## config.mk

```make
export PLATFORM = sky130hd
export DESIGN_NAME = thermreg_top
export DESIGN_NICKNAME = d
export VERILOG_FILES = /design/src/rtl/thermreg_pkg.sv /design/src/rtl/thermreg_limit.sv /design/src/rtl/thermreg_compare.sv /design/src/rtl/thermreg_readport.sv /design/src/rtl/thermreg_top.sv
export SDC_FILE = /design/constraint.sdc
export NUM_CORES = 1
export LEC_CHECK = 0
export BUFFER_PORTS_ARGS = -buffer_cell sky130_fd_sc_hd__buf_2
export CORE_MARGIN = 4
export CORE_UTILIZATION = 49
export CTS_CLUSTER_DIAMETER = 100
export DETAILED_ROUTE_END_ITERATION = 10
export MAX_ROUTING_LAYER = met4
export PLACE_DENSITY = 0.73
export SYNTH_ARGS = -nofsm -noshare
export SYNTH_HDL_FRONTEND = slang
export SYNTH_SLANG_ARGS = --single-unit
```

## constraint.sdc

```tcl
create_clock -name clk -period 1.64 [get_ports clk]
set_input_delay 0.328 -clock clk [delete_from_list [all_inputs] [get_ports clk]]
set_output_delay 0.328 -clock clk [all_outputs]
set_load 0.02 [all_outputs]
```

## src/rtl/thermreg_pkg.sv

```systemverilog
package thermreg_pkg;

    localparam int WHOLE_W = 8;
    localparam int FRAC_W  = 3;
    localparam int BYTE_W  = 8;
    localparam int ADDR_W  = 8;
    localparam int TEMP_W  = WHOLE_W + FRAC_W;

    typedef struct packed {
        logic [WHOLE_W-1:0] whole;
        logic [FRAC_W-1:0]  frac;
    } temp_t;

    localparam logic [ADDR_W-1:0] A_TEMP_WHOLE = 8'h01;
    localparam logic [ADDR_W-1:0] A_STATUS     = 8'h02;
    localparam logic [ADDR_W-1:0] A_CONFIG     = 8'h03;
    localparam logic [ADDR_W-1:0] A_HI_WHOLE   = 8'h07;
    localparam logic [ADDR_W-1:0] A_LO_WHOLE   = 8'h08;
    localparam logic [ADDR_W-1:0] A_TEMP_FRAC  = 8'h10;
    localparam logic [ADDR_W-1:0] A_HI_FRAC    = 8'h13;
    localparam logic [ADDR_W-1:0] A_LO_FRAC    = 8'h14;

    localparam int STAT_HI_BIT   = 4;
    localparam int STAT_LO_BIT   = 3;
    localparam int CFG_ORDER_BIT = 5;

    // Eighths sit in the top bits of a byte register.
    function automatic logic [BYTE_W-1:0] frac_to_byte(input logic [FRAC_W-1:0] f);
        return {f, {(BYTE_W-FRAC_W){1'b0}}};
    endfunction

endpackage

```

## src/rtl/thermreg_limit.sv

```systemverilog
module thermreg_limit
    import thermreg_pkg::*;
#(
    parameter logic [WHOLE_W-1:0] RST_WHOLE = '0,
    parameter logic [FRAC_W-1:0]  RST_FRAC  = '0
) (
    input  logic                clk,
    input  logic                rst_n,
    input  logic                wr_whole,
    input  logic                wr_frac,
    input  logic [WHOLE_W-1:0]  whole_wdata,
    input  logic [FRAC_W-1:0]   frac_wdata,
    output temp_t               value
);

    typedef struct packed {
        temp_t lim;
    } lim_state_t;

    localparam lim_state_t LIM_RST = '{lim: '{whole: RST_WHOLE, frac: RST_FRAC}};

    lim_state_t st_d, st_q;

    always_comb begin
        st_d = st_q;
        if (wr_whole) st_d.lim.whole = whole_wdata;
        if (wr_frac)  st_d.lim.frac  = frac_wdata;
    end

    always_ff @(posedge clk) begin
        if (!rst_n) st_q <= LIM_RST;
        else        st_q <= st_d;
    end

    assign value = st_q.lim;

endmodule

```

## src/rtl/thermreg_compare.sv

```systemverilog
module thermreg_compare
    import thermreg_pkg::*;
(
    input  temp_t cur,
    input  temp_t hi_lim,
    input  temp_t lo_lim,
    output logic  at_hi,
    output logic  at_lo
);

    // Whole part is the MSB field, so the packed value compares as one number.
    always_comb begin
        at_hi = (cur >= hi_lim);
        at_lo = (cur <= lo_lim);
    end

endmodule

```

## src/rtl/thermreg_readport.sv

```systemverilog
module thermreg_readport
    import thermreg_pkg::*;
#(
    parameter bit READ_ORDER = 1'b0
) (
    input  logic               clk,
    input  logic               rst_n,
    input  logic               rd,
    input  logic [ADDR_W-1:0]  addr,
    input  temp_t              cur,
    input  temp_t              hi_lim,
    input  temp_t              lo_lim,
    input  logic               hi_flag,
    input  logic               lo_flag,
    output logic [BYTE_W-1:0]  rdata,
    output logic               rvalid
);

    typedef struct packed {
        logic [BYTE_W-1:0] rdata;
        logic              rvalid;
        logic [BYTE_W-1:0] shadow;
    } rp_state_t;

    localparam rp_state_t RP_RST = '0;

    rp_state_t st_d, st_q;
    logic [BYTE_W-1:0] status_byte;
    logic [BYTE_W-1:0] config_byte;
    logic [BYTE_W-1:0] cur_whole_b;
    logic [BYTE_W-1:0] cur_frac_b;
    logic              whole_first;

    always_comb begin
        status_byte = '0;
        status_byte[STAT_HI_BIT] = hi_flag;
        status_byte[STAT_LO_BIT] = lo_flag;
        config_byte = '0;
        config_byte[CFG_ORDER_BIT] = READ_ORDER;
        cur_whole_b = cur.whole;
        cur_frac_b  = frac_to_byte(cur.frac);
    end

    generate
        if (READ_ORDER) begin : g_frac_first
            assign whole_first = 1'b0;
        end else begin : g_whole_first
            assign whole_first = 1'b1;
        end
    endgenerate

    always_comb begin
        st_d        = st_q;
        st_d.rvalid = rd;
        st_d.rdata  = '0;
        if (rd) begin
            case (addr)
                A_TEMP_WHOLE: begin
                    if (whole_first) begin
                        st_d.rdata  = cur_whole_b;
                        st_d.shadow = cur_frac_b;
                    end else begin
                        st_d.rdata  = st_q.shadow;
                    end
                end
                A_TEMP_FRAC: begin
                    if (whole_first) begin
                        st_d.rdata  = st_q.shadow;
                    end else begin
                        st_d.rdata  = cur_frac_b;
                        st_d.shadow = cur_whole_b;
                    end
                end
                A_STATUS:   st_d.rdata = status_byte;
                A_CONFIG:   st_d.rdata = config_byte;
                A_HI_WHOLE: st_d.rdata = hi_lim.whole;
                A_HI_FRAC:  st_d.rdata = frac_to_byte(hi_lim.frac);
                A_LO_WHOLE: st_d.rdata = lo_lim.whole;
                A_LO_FRAC:  st_d.rdata = frac_to_byte(lo_lim.frac);
                default:    st_d.rdata = '0;
            endcase
        end
    end

    always_ff @(posedge clk) begin
        if (!rst_n) st_q <= RP_RST;
        else        st_q <= st_d;
    end

    assign rdata  = st_q.rdata;
    assign rvalid = st_q.rvalid;

endmodule

```

## src/rtl/thermreg_top.sv

```systemverilog
module thermreg_top
    import thermreg_pkg::*;
#(
    parameter bit                 READ_ORDER   = 1'b0,
    parameter logic [WHOLE_W-1:0] HI_RST_WHOLE = 8'd70,
    parameter logic [FRAC_W-1:0]  HI_RST_FRAC  = 3'd0,
    parameter logic [WHOLE_W-1:0] LO_RST_WHOLE = 8'd0,
    parameter logic [FRAC_W-1:0]  LO_RST_FRAC  = 3'd0
) (
    input  logic                       clk,
    input  logic                       rst_n,
    input  logic [TEMP_W-1:0]          temp_in,
    input  logic                       reg_rd,
    input  logic                       reg_wr,
    input  logic [ADDR_W-1:0]          reg_addr,
    input  logic [BYTE_W-1:0]          reg_wdata,
    output logic [BYTE_W-1:0]          reg_rdata,
    output logic                       rd_valid,
    output logic                       alert_n
);

    localparam int N_LIM = 2;

    typedef struct packed {
        temp_t temp;
        logic  hi_flag;
        logic  lo_flag;
    } top_state_t;

    localparam top_state_t TOP_RST = '0;

    top_state_t st_d, st_q;
    temp_t      lim_val [N_LIM];
    temp_t      temp_q, hi_lim, lo_lim;
    logic       hi_flag_q, lo_flag_q;
    logic       cmp_hi, cmp_lo;

    localparam logic [ADDR_W-1:0] LIM_WHOLE_ADDR [N_LIM] = '{A_HI_WHOLE, A_LO_WHOLE};
    localparam logic [ADDR_W-1:0] LIM_FRAC_ADDR  [N_LIM] = '{A_HI_FRAC,  A_LO_FRAC};

    generate
        for (genvar i = 0; i < N_LIM; i++) begin : g_lim
            thermreg_limit #(
                .RST_WHOLE ((i == 0) ? HI_RST_WHOLE : LO_RST_WHOLE),
                .RST_FRAC  ((i == 0) ? HI_RST_FRAC  : LO_RST_FRAC)
            ) u_lim (
                .clk         (clk),
                .rst_n       (rst_n),
                .wr_whole    (reg_wr && (reg_addr == LIM_WHOLE_ADDR[i])),
                .wr_frac     (reg_wr && (reg_addr == LIM_FRAC_ADDR[i])),
                .whole_wdata (reg_wdata),
                .frac_wdata  (reg_wdata[BYTE_W-1 -: FRAC_W]),
                .value       (lim_val[i])
            );
        end
    endgenerate

    assign hi_lim    = lim_val[0];
    assign lo_lim    = lim_val[1];
    assign temp_q    = st_q.temp;
    assign hi_flag_q = st_q.hi_flag;
    assign lo_flag_q = st_q.lo_flag;

    thermreg_compare u_cmp (
        .cur    (temp_q),
        .hi_lim (hi_lim),
        .lo_lim (lo_lim),
        .at_hi  (cmp_hi),
        .at_lo  (cmp_lo)
    );

    always_comb begin
        st_d         = st_q;
        st_d.temp    = temp_in;
        st_d.hi_flag = cmp_hi;
        st_d.lo_flag = cmp_lo;
    end

    always_ff @(posedge clk) begin
        if (!rst_n) st_q <= TOP_RST;
        else        st_q <= st_d;
    end

    thermreg_readport #(.READ_ORDER(READ_ORDER)) u_rp (
        .clk     (clk),
        .rst_n   (rst_n),
        .rd      (reg_rd),
        .addr    (reg_addr),
        .cur     (temp_q),
        .hi_lim  (hi_lim),
        .lo_lim  (lo_lim),
        .hi_flag (hi_flag_q),
        .lo_flag (lo_flag_q),
        .rdata   (reg_rdata),
        .rvalid  (rd_valid)
    );

    assign alert_n = !(hi_flag_q || lo_flag_q);

endmodule

```

---- After elaboration in Yosys (flattened, before gate mapping) ----
Index checks and enable logic that the tools add are counted.
W data, S select, Z words.
storage, ports and cells
  logic and storage cells ................. 29
  bits of input ports ..................... 31
  output and inout bits ................... 10
  bits in registers ....................... 47
operators by class
  equality and inequality tests ........... 7
  reductions and logical operators ........ 8
  muxes and demuxes ....................... 1
  order comparisons ....................... 2
operator list
  operator              count
  $pmux W8 S7           1
  $eq A8 B5 Y1 const B  3
  $ge A11 B11 Y1        1
  $le A11 B11 Y1        1
  $eq A8 B1 Y1 const B  1
  $eq A8 B2 Y1 const B  1
  $eq A8 B3 Y1 const B  1
  $eq A8 B4 Y1 const B  1
  $logic_and A1 B1 Y1   4
  $reduce_and A2 Y1     2
  $logic_not A1 Y1      1
  $logic_or A1 B1 Y1    1

---- Longest topological paths before layout ----
Gate-level depths: netlist of run 1.
  depth after elaboration ................. 2
  gate-level depth with buffers ........... 7
  depth with buffers taken out ............ 7

---- Modules after synthesis ----
A second synthesis of run 1 with hierarchy kept.
second synthesis, totals
  cell total of the unflattened synthesis .. 260
  area total of the unflattened synthesis .. 2572.5 um^2
by module, submodules not included
  module                           sequential area each (um^2)  area each (um^2)  cells each  times used
  thermreg_readport                240.2                        767.0             79          1
  thermreg_compare                 0.0                          540.5             72          1
  thermreg_top                     260.2                        442.9             39          1
  thermreg_limit (g_lim[1].u_lim)  220.2                        414.1             35          1
  thermreg_limit (g_lim[0].u_lim)  220.2                        407.9             35          1

---- Least setup slack after synthesis of run 1 ----
Ideal clock, no wire load.
  path type ............................... reg2reg
  start point ............................. reg st_q[2] in the netlist's numbering
  end point ............................... reg st_q (netlist bit hi_flag_q)
  period minus slack after synthesis ...... 1.523 ns
  stages on the path, launching flop included .. 8
  data required time ...................... 1.510 ns
  setup slack ............................. 0.117 ns
  setup time .............................. 0.130 ns
  data arrival time ....................... 1.393 ns
  path buffers ............................ 0
  path through ............................ dfxtp_1 -> inv_1 -> ha_1 -> nand2b_1 -> a211oi_1 -> nor4_1 -> a2111oi_0 -> a21oi_1
on the way
  longest elaborated chain between the ends .. 1
ends and longest elaborated chain
  element                 line                    text
  from (decl)             thermreg_top.sv:32      top_state_t st_d, st_q;
  from (signal assigned)  thermreg_top.sv:81      else st_q <= st_d;
  $ge A11 B11 Y1          thermreg_compare.sv:13  at_hi = (cur >= hi_lim);
Every way passes these cells.
A chain may end at the register's enable or synchronous reset.

---- Final worst setup path of run 1 ----
  start point ............................. reg st_q[4] in the netlist's numbering
  end point ............................... reg st_q (netlist bit lo_flag_q)
on the way
  longest elaborated chain between the ends .. 1
ends and longest elaborated chain
  element         line                    text
  $le A11 B11 Y1  thermreg_compare.sv:14  at_lo = (cur <= lo_lim);
Every way passes these cells.

==> impl_metrics.ini, run 1 <==
[global_route]
grt_overflow_total = 0
grt_pass1_wl_um = 9630
antenna_found_initial = 0
grt_max_degree = 18
track_usage_pct = 20.2
grt_pass1_vias = 1982

[worst_setup_path]
cp_max_fo = 3
reg2reg_to = lo_flag_q
r2r_slack_ns = 0.06
end_kind = register
critPathArrivalTime_ns = 1.79
r2r-start = st_q[4]
worstSetupPathType = reg -> reg
start_kind = register
r2r_cells = 6
critical_path.startpoint = st_q[4]
required_ns = 1.85

[logic_synthesis]
synth.top_cell.area_share_pct = 36.9
ys_ff_latch = 47
synthFlopType = dfxtp_1
synth_area_per_cell_um2 = 9.08
netlist_top_cells_count = dfxtp_1, ha_1, inv_1
synth_cells = 281
yosysWarnings = 0
ys_types = 44
ys_seq_area_share_pct = 36.9
yosysTopAreaCell = dfxtp_1
ys_top_cells_by_area = dfxtp_1, ha_1, mux2i_1, nor2b_1, nand3_1
syn-cell-area_mm2 = 0.00255
synth_fp_nets = 334
async_reset_ff_share_pct = 0
synth_edf_count = 0
synthMostInstantiatedCell = dfxtp_1

[cells_and_area]
fillers = 430
final_cells = 392
area_growth_pct = 16.6
n_antenna_cell = 0
final_cell_area_mm2 = 0.00297
finalNetCount = 378
drive_gt1_share_pct = 25.2

[floorplanning]
fp.dieArea_mm2 = 0.00642
pin_count = 41
rows = 25
start_util_pct = 52.3
core_region_area_mm2 = 0.00488
die_w_um = 80.2
die_h_um = 80.2

[detailed_routing]
wl_um = 5920
drt_iter0_markers = 142
vias_per_cell = 5.40
ant_nets = 0
routedWlPerCell_um = 15.1
drc = 0
vias = 2116
first_pass_iters = 4

[cts]
clockRootBuffer = clkbuf_8
clock-sinks = 47
htree_num_levels = 2
clock_path_buffers = 2
clk_latency_ns = 0.30
cts_tree = yes
cts_buffers = 5
clk_pin_slew_ns = 0.08

[placement]
portBuffers = 40
gp_congestion = 0.893
dp_hpwl_um = 4470
dpl_cell_area_mm2 = 0.00284
post-place-ws_ns = -0.139
dp_cells = 384

[hold_path]
hold_path_depth = 2
hp-class = in -> reg
hold_start = temp_in[4]
whs_endpoint = st_q[6]

[pwr]
power_density_mw_per_mm2 = 713
vdd_drop_max_mv = 0.465
power.leakage_nw = 1.31

[sta]
hold_viol = 0
maxSlewHeadroom_pct = 76.5
clock_skew_ns = 0.00342
setup_slack_ns = 0.0590
min_period_ns = 1.58
finalSetupViolCount = 0
timing.fmax_ghz = 0.633
drv_slew = 0
min_period_over_period_pct = 96.4
fin_tns_setup_ns = 0
tightest_slew_ns = 0.350
rsz0062_at_grt = no

[run]
drv_cap = 0

[outcome]
status = finished clean
## per-layer routing
metal / vias to the layer above / part of all wire [%] / GRT usage (%)
li1: 1056 / - / -
met1: 988 / 46 / 26.5
met4: 0 / 1.4 / 7.09
met2: 65 / 46 / 31.2
met5: - / 0 / -
met3: 7 / 6.7 / 3.81
## layout make-up
type | instances | area (µm²) | share of cell area [%]
multi-input combinational | 192 | 1430 | 48.2
sequential | 47 | 947 | 31.8
timing repair buffer | 57 | 340 | 11.4
tap | 67 | 83.8 | 2.82
clock buffer | 6 | 82.6 | 2.78
inverter | 22 | 82.6 | 2.78
clock inverter | 1 | 5.00 | 0.168
## worst max path at each step
stage,slack [ns],endpoint,cells after the start
detailed placement,-0.14,hi_flag_q,7
global route,0.01,lo_flag_q,6
CTS,0.003,lo_flag_q,7
floorplan,0.12,hi_flag_q,7
global placement,-0.05,hi_flag_q,7
finish,0.06,lo_flag_q,6
## critical path, cell delays in order (launching register included)
cell,delay (ns)
dfxtp_1,0.42
ha_1,0.29
a21oi_1,0.12
o21ai_1,0.09
a211oi_1,0.26
o21ai_1,0.10
a21boi_1,0.22
## through the flow
step	hold WS [ns]	utilization, %	total power, mW
6_report	0.227	60.9	2.12
5_1_grt	0.218	60.9	2.20
4_1_cts	0.216	60.8	2.13
3_5_place_dp	0.460	58.1	1.43
3_3_place_gp	0.452	58.1	1.43
2_1_floorplan	0.441	-	1.33
## repair_timing
action,4_1_cts,5_1_grt
buffers inserted,1,0
pin swaps,5,3
setup endpoints to repair,2,2
gates resized for setup,8,7
hold endpoints to repair,0,0
hold buffers,0,0
## layout by cell type, fill, tap and decap left out, drive strengths merged, types with 10 or more instances in the layout
cell type | synthesis | layout
buf | 14 | 57
ha | 22 | 22
nand3 | 20 | 20
and2 | 14 | 14
mux2i | 14 | 14
nor2b | 17 | 17
nor2 | 10 | 10
inv | 22 | 22
a21oi | 13 | 13
nand2 | 21 | 21
dfxtp | 47 | 47
## power breakdown
group | switching, mW | internal, mW
combinational | 0.129 | 0.112
clock | 0.368 | 0.331
sequential | 0.0200 | 1.16
total | 0.517 | 1.60
## state kept, by name, indices dropped and copies added (netlist names)
| signal | cells |
|---|---|
| g_lim.u_lim.value | 22 |
| hi_flag_q | 1 |
| lo_flag_q | 1 |
| st_q | 11 |
| u_rp.rdata | 8 |
| u_rp.rvalid | 1 |
| u_rp.st_q | 3 |
## kinds of logic (layout without fill, tap and decap cells)
family / Yosys count / after routing / synth area share [%]
simple gates: 100 / 100 / 22.9
buf+inv: 42 / 86 / 8.39
xor+xnor: 1 / 1 / 0.343
fa+ha+maj: 22 / 22 / 10.8
compound gates: 55 / 55 / 15.2
flops: 47 / 47 / 36.9
mux: 14 / 14 / 5.49
Power figures use the tool's default switching activity.
==> inputs of run 2 (changes only) <==
Settings changed: MAX_ROUTING_LAYER met4 to not set.
==> impl_metrics.ini, run 2 (synthesized netlist as in run 1, its figures left out) <==
[outcome]
status = finished clean

[global_route]
antenna_found_initial = 0
grt_max_degree = 18
grt_pass1_vias = 1976
grt_overflow_total = 0
grt_pass1_wl_um = 9670
track_usage_pct = 19.8

[cells_and_area]
drive_gt1_share_pct = 25.2
largest_reg_flops = 22
area_growth_pct = 16.6
fillers = 430
layout_commonest_cell = dfxtp_1
final_cell_mix = dfxtp_1, buf_2, inv_1, ha_1, nand2_1
finalNetCount = 378
final_cell_area_mm2 = 0.00297
n_antenna_cell = 0
final_util_pct = 60.9

[sta]
min_period_ns = 1.58
rsz0062_at_grt = no
drv_slew = 0
clock_skew_ns = 0.00453
finalSetupViolCount = 0
maxSlewHeadroom_pct = 75.6
tightest_slew_ns = 0.362
timing.fmax_ghz = 0.633
hold_viol = 0
min_period_over_period_pct = 96.3

[pwr]
vdd_drop_max_mv = 0.465
seq_power_share_pct = 55.7
power_density_mw_per_mm2 = 713
combPwrFrac_pct = 11.4
p_clk_share_pct = 32.9
power.leakage_nw = 1.31
p_int_mw = 1.60
power.net_switching_mw = 0.515
switching_share_pct = 24.3

[run]
drv_cap = 0

[cts]
clock-sinks = 47
cts_hold_buf = 0
clk_latency_ns = 0.30
clk_pin_slew_ns = 0.08
htree_num_levels = 2
clockRootBuffer = clkbuf_8
cts_buffers = 5
clock_path_buffers = 2
cts_tree = yes

[worst_setup_path]
critPathArrivalTime_ns = 1.79
required_ns = 1.85
r2r-start = st_q[4]
cp_max_fo = 3
end_kind = register
start_kind = register
r2r_slack_ns = 0.06
reg2reg_to = lo_flag_q
worstSetupPathType = reg -> reg
r2r_cells = 6

[hold_path]
hold_path_depth = 2
hold_start = temp_in[4]
whs_endpoint = st_q[6]
hp-class = in -> reg

[placement]
gp_congestion = 0.879
dp_hpwl_um = 4470
dpl_cell_area_mm2 = 0.00284
portBuffers = 40

[detailed_routing]
wl_um = 5920
routedWlPerCell_um = 15.1
ant_nets = 0
vias_per_cell = 5.43
drt_iter0_markers = 167
vias = 2128
drc = 0
first_pass_iters = 4

[floorplanning]
start_util_pct = 52.3
die_w_um = 80.2
pin_count = 41
die_h_um = 80.2
fp.dieArea_mm2 = 0.00642
rows = 25
core_region_area_mm2 = 0.00488
-- run 2: how the worst max path moves through the flow --
| stage | startpoint | to | cells past startpoint |
|---|---|---|---|
| 2_1_floorplan | st_q[2] | hi_flag_q | 7 |
| 4_1_cts | g_lim[1].u_lim.value[2] | lo_flag_q | 7 |
| 3_3_place_gp | st_q[2] | hi_flag_q | 7 |
| 5_1_grt | g_lim[1].u_lim.value[9] | lo_flag_q | 6 |
| 3_5_place_dp | st_q[2] | hi_flag_q | 7 |
| 6_report | st_q[4] | lo_flag_q | 6 |
-- run 2: area by class of cell --
type	count	area, µm²	area share (%)
multi-input cells	192	1430	48.2
clock buffers	6	82.6	2.78
clock inverters	1	5.00	0.168
well taps	67	83.8	2.82
inverters	22	82.6	2.78
repair buffers	57	340	11.4
flip-flops and latches	47	947	31.8
-- run 2: worst max-delay path, stage by stage, from the launching register on --
cell,delay (ns)
dfxtp_1,0.42
ha_1,0.29
a21oi_1,0.12
o21ai_1,0.09
a211oi_1,0.25
o21ai_1,0.10
a21boi_1,0.22
-- run 2: timing repair --
item | CTS | global route
resized for setup | 8 | 7
pin swaps | 5 | 3
setup buffers | 1 | 0
setup endpoints to repair | 2 | 2
-- run 2: power by group through the flow --
stage | Clock [mW] | Sequential (mW) | Combinational (mW)
finish | 0.698 | 1.18 | 0.241
global route | 0.752 | 1.18 | 0.267
CTS | 0.719 | 1.18 | 0.235
detailed placement | 0 | 1.21 | 0.227
global placement | 0 | 1.21 | 0.220
floorplan | 0 | 1.20 | 0.130
-- run 2: metal layers --
layer  global-route usage, %  wire length (µm)
met2                    31.5              2700
met3                    4.26               441
met1                    26.3              2690
met5                       0                 0
met4                    7.09                87
-- run 2: metrics by stage --
step	instances	power (mW)	hold WS (ns)	setup slack, ns	setup TNS, ns
floorplan	281	1.33	0.441	0.117	0
detailed placement	384	1.43	0.460	-0.139	-0.159
finish	392	2.12	0.227	0.0614	0
CTS	392	2.13	0.216	0.00251	0
global placement	384	1.43	0.452	-0.0514	-0.0799
global route	392	2.20	0.218	0.0123	0
